**config.mk**
```make
export PLATFORM = sky130hd
export DESIGN_NAME = angle_latch_bus
export DESIGN_NICKNAME = d
export VERILOG_FILES = /design/src/rtl/angle_latch_pkg.sv /design/src/rtl/busy_phase.sv /design/src/rtl/inhibit_fsm.sv /design/src/rtl/angle_hold.sv /design/src/rtl/bus_lanes.sv /design/src/rtl/angle_latch_bus.sv
export SDC_FILE = /design/constraint.sdc
export NUM_CORES = 1
export LEC_CHECK = 0
export BUFFER_PORTS_ARGS = -buffer_cell sky130_fd_sc_hd__buf_2
export CAP_MARGIN = 20
export CORE_MARGIN = 1.5
export CORE_UTILIZATION = 52
export DETAILED_ROUTE_END_ITERATION = 16
export PLACE_DENSITY = 0.95
export RECOVER_POWER = 25
export SLEW_MARGIN = 5
export SYNTH_ARGS = -nofsm -noshare
export SYNTH_HDL_FRONTEND = slang
export SYNTH_HIERARCHICAL = 1
export SYNTH_SLANG_ARGS = --single-unit
```
**constraint.sdc**
```tcl
create_clock -name clk -period 3.2 [get_ports clk]
set_input_delay 0.64 -clock clk [delete_from_list [all_inputs] [get_ports clk]]
set_output_delay 0.64 -clock clk [all_outputs]
set_load 0.02 [all_outputs]
```
**src/rtl/angle_latch_pkg.sv**
```systemverilog
package angle_latch_pkg;
    typedef enum logic [1:0] {
        ST_TRACK = 2'd0,
        ST_DEFER = 2'd1,
        ST_HOLD  = 2'd2
    } latch_state_t;
endpackage

```
**src/rtl/busy_phase.sv**
```systemverilog
module busy_phase #(
    parameter int BUSY_CYC = 47
) (
    input  logic clk,
    input  logic rst_n,
    input  logic busy,
    output logic mid_ok
);
    localparam int MID = BUSY_CYC / 2;
    localparam int CW  = $clog2(BUSY_CYC + 1);
    localparam logic [CW-1:0] CMAX = CW'(BUSY_CYC);
    localparam logic [CW-1:0] CMID = CW'(MID);

    logic [CW-1:0] cnt_q;

    always_ff @(posedge clk or negedge rst_n) begin
        if (!rst_n)
            cnt_q <= '0;
        else if (!busy)
            cnt_q <= '0;
        else if (cnt_q != CMAX)
            cnt_q <= cnt_q + 1'b1;
    end

    assign mid_ok = (cnt_q >= CMID);
endmodule

```
**src/rtl/inhibit_fsm.sv**
```systemverilog
module inhibit_fsm
    import angle_latch_pkg::*;
(
    input  logic         clk,
    input  logic         rst_n,
    input  logic         busy,
    input  logic         mid_ok,
    input  logic         inhibit_n,
    output logic         load,
    output latch_state_t st
);
    latch_state_t st_nx;
    logic         sample_ok;

    assign sample_ok = !busy || mid_ok;

    always_ff @(posedge clk or negedge rst_n) begin
        if (!rst_n)
            st <= ST_TRACK;
        else
            st <= st_nx;
    end

    always_comb begin
        st_nx = st;
        load  = 1'b0;
        unique case (st)
            ST_TRACK: begin
                if (inhibit_n) begin
                    load = sample_ok;
                end else if (busy) begin
                    load  = mid_ok;
                    st_nx = ST_DEFER;
                end else begin
                    st_nx = ST_HOLD;
                end
            end
            ST_DEFER: begin
                if (inhibit_n) begin
                    load  = sample_ok;
                    st_nx = ST_TRACK;
                end else if (!busy) begin
                    load  = 1'b1;
                    st_nx = ST_HOLD;
                end else begin
                    load = mid_ok;
                end
            end
            ST_HOLD: begin
                if (inhibit_n)
                    st_nx = ST_TRACK;
            end
            default: st_nx = ST_TRACK;
        endcase
    end
endmodule

```
**src/rtl/angle_hold.sv**
```systemverilog
module angle_hold #(
    parameter int ANG_W = 14
) (
    input  logic             clk,
    input  logic             rst_n,
    input  logic             load,
    input  logic [ANG_W-1:0] angle_in,
    output logic [ANG_W-1:0] hold_q
);
    always_ff @(posedge clk or negedge rst_n) begin
        if (!rst_n)
            hold_q <= '0;
        else if (load)
            hold_q <= angle_in;
    end
endmodule

```
**src/rtl/bus_lanes.sv**
```systemverilog
module bus_lanes #(
    parameter int ANG_W  = 14,
    parameter int BYTE_W = 8,
    parameter int WORD_W = 16
) (
    input  logic              rst_n,
    input  logic [ANG_W-1:0]  hold_q,
    input  logic              en_hi_n,
    input  logic              en_lo_n,
    output logic [BYTE_W-1:0] byte_q,
    output logic              byte_oe,
    output logic [WORD_W-1:0] word_q,
    output logic              word_oe
);
    localparam int LO_W = ANG_W - BYTE_W;

    logic hi_sel, lo_sel;
    logic [BYTE_W-1:0] hi_byte, lo_byte;

    assign hi_sel  = rst_n && !en_hi_n && en_lo_n;
    assign lo_sel  = rst_n && !en_lo_n && en_hi_n;
    assign hi_byte = hold_q[ANG_W-1:LO_W];
    assign lo_byte = {{(BYTE_W-LO_W){1'b0}}, hold_q[LO_W-1:0]};

    always_comb begin
        byte_oe = hi_sel || lo_sel;
        word_oe = rst_n && !en_hi_n && !en_lo_n;
        byte_q  = '0;
        word_q  = '0;
        if (hi_sel)
            byte_q = hi_byte;
        else if (lo_sel)
            byte_q = lo_byte;
        if (word_oe)
            word_q = {{(WORD_W-ANG_W){1'b0}}, hold_q};
    end
endmodule

```
**src/rtl/angle_latch_bus.sv**
```systemverilog
module angle_latch_bus
    import angle_latch_pkg::*;
#(
    parameter int ANG_W    = 14,
    parameter int BYTE_W   = 8,
    parameter int WORD_W   = 16,
    parameter int BUSY_CYC = 47,
    parameter int GAP_CYC  = 19
) (
    input  logic              clk,
    input  logic              rst_n,
    input  logic [ANG_W-1:0]  angle_in,
    input  logic              busy,
    input  logic              inhibit_n,
    input  logic              en_hi_n,
    input  logic              en_lo_n,
    output logic [BYTE_W-1:0] byte_q,
    output logic              byte_oe,
    output logic [WORD_W-1:0] word_q,
    output logic              word_oe
);
    logic             mid_ok;
    logic             load;
    latch_state_t     st;
    logic [ANG_W-1:0] hold_q;

    busy_phase #(.BUSY_CYC(BUSY_CYC)) u_phase (
        .clk    (clk),
        .rst_n  (rst_n),
        .busy   (busy),
        .mid_ok (mid_ok)
    );

    inhibit_fsm u_fsm (
        .clk       (clk),
        .rst_n     (rst_n),
        .busy      (busy),
        .mid_ok    (mid_ok),
        .inhibit_n (inhibit_n),
        .load      (load),
        .st        (st)
    );

    angle_hold #(.ANG_W(ANG_W)) u_hold (
        .clk      (clk),
        .rst_n    (rst_n),
        .load     (load),
        .angle_in (angle_in),
        .hold_q   (hold_q)
    );

    bus_lanes #(.ANG_W(ANG_W), .BYTE_W(BYTE_W), .WORD_W(WORD_W)) u_lanes (
        .rst_n   (rst_n),
        .hold_q  (hold_q),
        .en_hi_n (en_hi_n),
        .en_lo_n (en_lo_n),
        .byte_q  (byte_q),
        .byte_oe (byte_oe),
        .word_q  (word_q),
        .word_oe (word_oe)
    );
endmodule

```
==> results of run 1 <==
## final cells by class
class / instances / share of cell area [%]
inverters: 2 / 0.505
clock buffers: 3 / 1.52
well taps: 28 / 2.36
clock inverters: 1 / 2.02
repair buffers: 45 / 15.2
flip-flops and latches: 22 / 37.1
multi-input cells: 84 / 41.4
## per-layer routing
| layer | vias up | part of all wire (%) |
|---|---|---|
| met5 | - | 0 |
| met4 | 0 | 0.36 |
| met3 | 2 | 6.8 |
| met2 | 43 | 50 |
| met1 | 470 | 43 |
| li1 | 472 | - |
## power groups by stage
stage	combinational, W	clock (W)	sequential (W)
after global placement	0.000144	0	0.000347
final	0.000150	0.000205	0.000343
after detailed placement	0.000150	0	0.000349
after floorplan	0.000107	0	0.000338
after global routing	0.000163	0.000220	0.000347
after CTS	0.000151	0.000211	0.000343
## flip-flops by register name, summed over array words and instances (netlist names)
register       cells
u_fsm/st           2
u_hold/hold_q     14
u_phase/cnt_q      6
## cell usage after synthesis (2+ instances only)
| cell type | n | area share, % |
|---|---|---|
| mux2_2 | 14 | 13 |
| and2_1 | 7 | 3.6 |
| nor2b_1 | 2 | 1.0 |
| buf_6 | 2 | 1.9 |
| nand2_1 | 10 | 3.1 |
| inv_1 | 2 | 0.62 |
| nor3_1 | 2 | 0.83 |
| buf_4 | 3 | 1.9 |
| mux2i_1 | 2 | 1.7 |
| o22ai_1 | 6 | 3.1 |
| nor2_1 | 11 | 3.4 |
| nand2b_1 | 9 | 4.7 |
| a21oi_1 | 2 | 0.83 |
| dfrtp_1 | 22 | 46 |
## cells by family (layout without fill, tap and decap cells)
| logic type | count (synthesis) | count (layout) |
|---|---|---|
| buffers and inverters | 7 | 51 |
| XOR/XNOR | 2 | 2 |
| flip-flops | 22 | 22 |
| AO/OA/AOI/OAI | 13 | 13 |
| AND/OR/NAND/NOR | 49 | 49 |
| multiplexers | 17 | 17 |
| adder cells (fa/ha/maj) | 1 | 1 |
| other | 1 | 2 |
## per-stage QoR
step	instances	hold slack, ps	util, %
floorplan	113	344	-
global placement	181	446	65.0
detailed placement	181	464	65.0
CTS	185	393	67.4
global route	185	500	67.1
finish	185	475	67.1
## placed cells by master, fill, tap and decap left out, types with 2 or more instances in the layout
cell type  count
nand2b_1       9
clkbuf_4       3
buf_2         42
clkbuf_1       2
dfrtp_1       22
mux2_2        14
inv_1          2
mux2i_1        2
conb_1         2
o22ai_1        6
and2_1         7
nand2_1       10
a21oi_1        2
nor2_1        11
nor2b_1        2
## path summary, 6_finish.rpt
kind                                        from                to  slack (ps)  cells after the start
worst max register to register  u_phase/cnt_q[0]  u_hold/hold_q[2]        1330                      7
worst min register to register       u_fsm/st[0]       u_fsm/st[1]         480                      1
worst min-delay path                 u_fsm/st[0]       u_fsm/st[1]         480                      1
min in group asynchronous                  rst_n  u_hold/hold_q[1]         830                      2
worst max-delay path                       rst_n         word_q[4]        1020                      4
max in group asynchronous                  rst_n  u_phase/cnt_q[3]        1690                      2
==> run summary, run 1 <==
Power Dens Cells -> 470 nW/µm²
Avg Vias per Cell -> 5.34
first-pass GRT wire length -> 3.89 mm
# setup viols final -> 0
Starting DRT DRC Count -> 24
FF+latch count, synth -> 22
Compound-Gate Fraction of Synth Area -> 7.66%
critical-path cell list -> clkbuf_1 -> nor3b_4 -> and2_1 -> buf_2
pin count of the biggest net entering global routing -> 23
Worst Path Buf+Inv -> 2
IO Port Bufs -> 43
CTS Buffer Depth -> 2
ys flop type -> dfrtp_1
clk_lat worst skew -> 300 ps
Final Skew -> 8.67 ps
sw frac -> 26.6%
Nets -> 179
Slew Limit Fails -> 0
Finished Cell Area -> 1490 µm²
drt pass-1 iters -> 4
Final Hold Fails -> 0
Seq pwr share -> 49.1%
P_int -> 0.000512 W
Placeable Area -> 2210 µm²
Crit path max-delay family -> simple AND/OR/NAND/NOR gates
met1 usage -> 21.4%
crit path DAT -> 1540 ps
Worst Setup End Kind -> primary output
total negative slack -> 0 ps
met2 track demand over resource -> 37.4%
worst vdd ir -> 324 µV
GP Congestion -> 0.754
largest family of logic cells by synthesized area -> simple AND/OR/NAND/NOR gates
Overall Global Routing Usage -> 19.3%
global route overflow -> 0
final worst-path cycle share -> 68.2%
Initial Utilization -> 54.6%
Ys Warns -> 6
CTS Hold Bufs -> 0
outcome -> completed
adder-cell share of the synthesized area -> 1.04%
post-CTS sizing -> 0
Max H-tree Level -> 1
asr flop ratio synth -> 100%
CTS tree -> done
Root Driver -> clkbuf_4
library cells used by synthesis -> 32
Final min period -> 2180 ps
TritonCTS Sinks -> 22
slowest CP cell -> nor3b_4
DP HPWL -> 1.97 mm
post-CTS setup buffer count -> 0
Diodes inserted -> 0
Worst-path clk slew -> 120 ps
DRC -> 0
met3 usage -> 4.39%
Crit Path Class -> in2out
initial antenna violation count -> 0
Netlist Area Pre-Place -> 1210 µm²
register area -> 551 µm²
f_max -> 458 MHz
via count -> 987
Die H -> 51.2 µm
RSZ-0062 raised after global routing -> false
worst path required time -> 2560 ps
# fillers -> 173
overall die width -> 51.2 µm
Final WS setup -> 1020 ps
slew margin rel. -> 24.6%
Routed Antenna Nets -> 0
Ports -> 46
Mapped Cells -> 112
Avg Cell Area, Syn -> 10.8 µm²
EDFF count, synth -> 0
die area -> 2620 µm²
Area growth syn-to-layout -> 22.9%
Worst-Margin Slew -> 1130 ps
Switch Pwr -> 0.000185 W
Comb power frac -> 21.5%
drt wl/cell -> 13.5 µm
drt total wl -> 2.50 mm
Placement Rows -> 17
Max FO, Critical Path -> 7
post-synthesis mux area share -> 15.9%
XOR/XNOR share of the synthesized area -> 1.45%
area occupied by multi-input gates -> 614 µm²
post-synthesis sequential area ratio -> 45.5%
Max-Cap Viols -> 0
power share of the clock group -> 29.3%
Static Leak -> 0.754 nW
Synth Area in Simple Gates -> 23.7%
CTS Buf Count -> 3
GRT Max-Usage Layer -> met2
Total Power -> 0.000698 W
Placed Area -> 1440 µm²
number of global-route vias before repair -> 931
slowest stage delay, CP -> 330 ps
fraction of layout cells with a size suffix above 1 -> 44.6%
CP Launch Type -> input port
Hold Path Class -> reg2reg
Worst Setup Slack post-DPL -> 1110 ps
(Power assumes the default switching activity.)
==> inputs of run 2 (changes only) <==
--- a/config.mk
+++ b/config.mk
@@ -8,9 +8,9 @@
 export BUFFER_PORTS_ARGS = -buffer_cell sky130_fd_sc_hd__buf_2
 export CAP_MARGIN = 20
 export CORE_MARGIN = 1.5
-export CORE_UTILIZATION = 52
+export CORE_UTILIZATION = 48
 export DETAILED_ROUTE_END_ITERATION = 16
-export PLACE_DENSITY = 0.95
+export PLACE_DENSITY = 0.9
 export RECOVER_POWER = 25
 export SLEW_MARGIN = 5
 export SYNTH_ARGS = -nofsm -noshare
==> constraint.sdc (replaced) <==
create_clock -name clk -period 2.1 [get_ports clk]
set_input_delay 0.42 -clock clk [delete_from_list [all_inputs] [get_ports clk]]
set_output_delay 0.42 -clock clk [all_outputs]
set_load 0.02 [all_outputs]
==> run summary, run 2 (synthesis gave the netlist of run 1 again) <==
final worst-path cycle share -> 89.7%
Hold Startpoint -> inhibit_n
Overall Global Routing Usage -> 18.1% (-1.3 points)
Hold Path Class -> in2reg
Worst Setup Slack post-DPL -> -127 ps (-1240 ps)
drt wl/cell -> 13.4 µm (-0.60%)
Placement Rows -> 18 (+1)
slowest stage delay, CP -> 430 ps (+100 ps)
CP Launch Type -> register
pin count of the biggest net entering global routing -> 17 (-26%)
number of global-route vias before repair -> 857 (-7.9%)
Hold Crit Endpoint -> u_fsm/st[1]
crit path DAT -> 2070 ps (+530 ps)
clk_lat worst skew -> 290 ps (about the same)
# setup viols final -> 0 (unchanged)
first-pass GRT wire length -> 3.69 mm (-5.1%)
critical-path cell list -> ha_1 -> a21o_2 -> a21o_1 -> nor2b_1 -> nor3_4 -> buf_12 -> mux2_2
Largest regs -> u_hold/hold_q: 14 flops, u_phase/cnt_q: 6 flops, u_fsm/st: 2 flops
Worst-path clk slew -> 100 ps (-20 ps)
DP HPWL -> 2.00 mm (+1.5%)
Avg Vias per Cell -> 5.27 (-1.3%)
Power Dens Cells -> 629 nW/µm² (+34%)
Static Leak -> 0.748 nW (-0.77%)
drt pass-1 iters -> 4 (unchanged)
Worst Setup End Kind -> register
most common cell after layout, fill and taps aside -> buf_2
Worst-Margin Slew -> 808 ps (-323 ps)
Diodes inserted -> 0 (unchanged)
outcome -> completed
Routed Antenna Nets -> 0 (unchanged)
total negative slack -> 0 ps (unchanged)
via count -> 985 (-0.20%)
drt total wl -> 2.51 mm (+0.48%)
reg2reg path depth -> 7 (unchanged)
worst hold stages -> 2 (+1)
Final Skew -> 1.25 ps (-7.42 ps)
overall die width -> 53.2 µm (+3.8%)
RSZ-0062 raised after global routing -> false
Die H -> 53.2 µm (+3.8%)
RR Endpoint -> u_hold/hold_q[9]
Max FO, Critical Path -> 14 (+7)
Max H-tree Level -> 1 (unchanged)
worst vdd ir -> 457 µV (+41%)
Max-Cap Viols -> 0 (unchanged)
Placeable Area -> 2430 µm² (+10%)
Final min period -> 1880 ps
commonest non-fill, non-tap cells in the layout -> 42 x buf_2, 22 x dfrtp_1, 14 x mux2_2, 11 x nor2_1, 10 x nand2_1
Starting DRT DRC Count -> 21 (-13%)
Initial Utilization -> 49.7% (-4.9 points)
fraction of layout cells with a size suffix above 1 -> 43.9% (-0.64 points)
IO Port Bufs -> 43 (unchanged)
initial antenna violation count -> 0 (unchanged)
Ports -> 46 (unchanged)
R2R Setup Slk -> 220 ps (-1110 ps)
most flop-heavy register -> u_hold/hold_q
max reg flops -> 14 (unchanged)
CTS Buffer Depth -> 2 (unchanged)
Worst R2R Start -> u_phase/cnt_q[0]
CP Launch Point -> u_phase/cnt_q[0]
die area -> 2830 µm² (+7.8%)
CTS tree -> done
Area growth syn-to-layout -> 23.0% (about the same)
f_max -> 531 MHz
global route overflow -> 0 (unchanged)
Root Driver -> clkbuf_4
CTS Buf Count -> 3 (unchanged)
TritonCTS Sinks -> 22 (unchanged)
slowest CP cell -> dfrtp_1
Final Hold Fails -> 0 (unchanged)
worst path required time -> 2290 ps (-270 ps)
Nets -> 180 (+0.56%)
Crit Path Class -> reg2reg
Slew Limit Fails -> 0 (unchanged)
slew margin rel. -> 46.2% (+22 points)
Final WS setup -> 217 ps (-800 ps)
GP Congestion -> 0.768 (+1.9%)
DRC -> 0 (unchanged)
## run 2: cell types whose count changed in the layout (fill, tap and decap cells not counted), sizes merged
cell	before	now
dlygate4sd3	0	1
bufinv	1	0
## run 2: cell type report
cell class,count,area (µm²)
Fill cell,207,946
Multi-Input combinational cell,84,621
Sequential cell,22,551
Timing Repair Buffer,46,248
Tap cell,30,37.5
Clock buffer,3,22.5
Inverter,2,7.51
## run 2: report_power, final
part	internal, W	switching, W	total [W]
clock	0.0000668	0.000108	0.000175
combinational	0.000113	0.000123	0.000237
sequential	0.000481	0.0000424	0.000523
total	0.000661	0.000274	0.000935
## run 2: repair_timing
item / CTS / global route
hold buffers: 1 / 0
pin swaps: 0 / 1
resized for setup: 1 / 0
setup buffers: 0 / 1
cloned: 0 / 0
endpoints found under the setup margin: 14 / 14
endpoints found under the hold margin: 6 / 0
## run 2: critical path, delay by kind of cell, from the launching register on
| kind | cells | cell delay, ps |
|---|---|---|
| buf+inv | 1 | 160 |
| compound gates | 2 | 390 |
| flops | 1 | 430 |
| fa+ha+maj | 1 | 260 |
| mux | 1 | 270 |
| simple gates | 2 | 270 |
## run 2: stage by stage
step | hold WS [ps] | instance area [µm²] | util, % | total power, W | instances
global placement | 295 | 1430 | 58.9 | 0.000745 | 182
detailed placement | 298 | 1430 | 58.9 | 0.000761 | 182
floorplan | 124 | 1210 | - | 0.000679 | 113
finish | 317 | 1490 | 61.1 | 0.000935 | 187
global route | 304 | 1490 | 61.1 | 0.000988 | 187
CTS | 172 | 1470 | 60.5 | 0.000940 | 186
## run 2: worst max-delay path by stage
stage / endpoint / slack (ps) / cells after the start
floorplan: u_hold/hold_q[10] / 180 / 7
global placement: u_hold/hold_q[12] / -0.2 / 6
detailed placement: u_hold/hold_q[5] / -130 / 6
CTS: u_hold/hold_q[13] / 110 / 6
global route: u_hold/hold_q[9] / 130 / 7
finish: u_hold/hold_q[9] / 220 / 7
## run 2: metal layers
layer	part of all wire (%)	track usage (%)
met5	0	0
met4	0.84	6.41
met3	9.3	5.08
met2	48	33.5
met1	42	19.2
==> inputs of run 3 (changes only) <==
--- a/config.mk
+++ b/config.mk
@@ -10,7 +10,7 @@
 export CORE_MARGIN = 1.5
 export CORE_UTILIZATION = 48
 export DETAILED_ROUTE_END_ITERATION = 16
-export PLACE_DENSITY = 0.9
+export PLACE_DENSITY = 0.78
 export RECOVER_POWER = 25
 export SLEW_MARGIN = 5
 export SYNTH_ARGS = -nofsm -noshare
==> run summary, run 3 (synthesis gave the netlist of run 1 again) <==
CP Launch Type -> register
post-CTS setup buffer count -> 0 (unchanged)
Die H -> 53.2 µm (unchanged)
Worst-path clk slew -> 110 ps (about the same)
global route overflow -> 0 (unchanged)
# setup viols final -> 0 (unchanged)
final worst-path cycle share -> 92.9% (+3.2 points)
Static Leak -> 0.747 nW (-0.13%)
Worst-Margin Slew -> 1150 ps (+342 ps)
Final WS setup -> 150 ps (-67.3 ps)
overall die width -> 53.2 µm (unchanged)
crit path DAT -> 2140 ps (+70 ps)
commonest non-fill, non-tap cells in the layout -> 42 x buf_2, 22 x dfrtp_1, 14 x mux2_2, 11 x nor2_1, 10 x nand2_1
die area -> 2830 µm² (unchanged)
Hold Path Class -> in2reg
DRC -> 0 (unchanged)
Final min period -> 1950 ps (+67.3 ps)
Initial Utilization -> 49.7% (unchanged)
worst path required time -> 2290 ps (about the same)
Final Skew -> 1.00 ps (-0.245 ps)
Final Hold Fails -> 0 (unchanged)
Placement Rows -> 18 (unchanged)
Max FO, Critical Path -> 14 (unchanged)
first-pass GRT wire length -> 3.61 mm (-2.2%)
CTS Hold Bufs -> 0 (-1)
CTS tree -> done
Max H-tree Level -> 1 (unchanged)
slew margin rel. -> 23.4% (-23 points)
Worst Setup Slack post-DPL -> -80.7 ps (+46.1 ps)
Root Driver -> clkbuf_4
DP HPWL -> 1.83 mm (-8.3%)
met1 usage -> 20.8% (+1.6 points)
Starting DRT DRC Count -> 16 (-24%)
outcome -> completed
Crit Path Class -> reg2reg
CTS Buf Count -> 3 (unchanged)
clk_lat worst skew -> 300 ps (about the same)
Layout Utilization -> 60.8% (-0.36 points)
Avg Vias per Cell -> 5.10 (-3.1%)
GRT Max-Usage Layer -> met2
worst vdd ir -> 529 µV (+16%)
initial antenna violation count -> 0 (unchanged)
TritonCTS Sinks -> 22 (unchanged)
met3 usage -> 4.80% (-0.28 points)
fraction of layout cells with a size suffix above 1 -> 44.6% (+0.64 points)
GP Congestion -> 0.751 (-2.2%)
post-CTS sizing -> 1 (unchanged)
Worst Setup End Kind -> register
Diodes inserted -> 0 (unchanged)
Finished Cell Area -> 1480 µm² (-0.59%)
pin count of the biggest net entering global routing -> 23 (+6)
CTS Buffer Depth -> 2 (unchanged)
drt total wl -> 2.34 mm (-7.1%)
Total Power -> 0.000968 W (+3.5%)
Largest regs -> u_hold/hold_q: 14 flops, u_phase/cnt_q: 6 flops, u_fsm/st: 2 flops
Power Dens Cells -> 655 nW/µm² (+4.1%)
f_max -> 513 MHz (-3.5%)
IO Port Bufs -> 43 (unchanged)
RSZ-0062 raised after global routing -> false
via count -> 954 (-3.1%)
Overall Global Routing Usage -> 17.7% (-0.34 points)
number of global-route vias before repair -> 820 (-4.3%)
Area growth syn-to-layout -> 22.3%
max reg flops -> 14 (unchanged)
most flop-heavy register -> u_hold/hold_q
Max-Cap Viols -> 0 (unchanged)
Ports -> 46 (unchanged)
Nets -> 179 (-0.56%)
Placed Area -> 1440 µm² (+0.52%)
Slew Limit Fails -> 0 (unchanged)
Routed Antenna Nets -> 0 (unchanged)
met2 track demand over resource -> 30.8% (-2.7 points)
Placeable Area -> 2430 µm² (unchanged)
most common cell after layout, fill and taps aside -> buf_2
drt wl/cell -> 12.5 µm (-7.1%)
drt pass-1 iters -> 4 (unchanged)
-- run 3: cell type report --
class	count	area, µm²
inverters	2	7.51
multi-input cells	84	621
fillers	221	955
flip-flops and latches	22	551
clock buffers	4	36.3
repair buffers	45	225
well taps	30	37.5
-- run 3: worst paths after layout --
path,startpoint,end,slack [ps],cells after the start
worst max-delay path,u_phase/cnt_q[1],u_hold/hold_q[3],150,6
worst min-delay path,inhibit_n,u_fsm/st[1],310,2
worst max register to register,u_phase/cnt_q[1],u_hold/hold_q[3],150,6
worst min register to register,u_fsm/st[0],u_fsm/st[1],470,1
max in group asynchronous,rst_n,u_hold/hold_q[0],830,2
min in group asynchronous,rst_n,u_hold/hold_q[10],590,2
-- run 3: power by group --
part / internal [W] / leakage [nW] / switching (W)
clock: 0.000106 / 0.0210 / 0.000116
sequential: 0.000481 / 0.271 / 0.0000385
combinational: 0.000107 / 0.456 / 0.000119
total: 0.000694 / 0.747 / 0.000273
-- run 3: worst max-delay path: stages (launching register included) --
cell and delay [ps]:
dfrtp_1 390, ha_1 240, a21o_2 140, a21o_1 100
nor2b_1 60, nor3_4 500, mux2_2 410
-- run 3: metrics by stage --
step / cells / hold WS, ps / setup TNS [ps]
final: 187 / 308 / 0
after global routing: 187 / 283 / 0
after CTS: 187 / 156 / 0
after detailed placement: 183 / 460 / -1050
after global placement: 183 / 453 / -7.58
after floorplan: 113 / 124 / 0
-- run 3: layer usage --
layer | part of all wire [%] | up-vias
met5 | 0 | -
met4 | 0 | 0
li1 | - | 469
met3 | 7.9 | 0
met2 | 48 | 35
met1 | 44 | 450
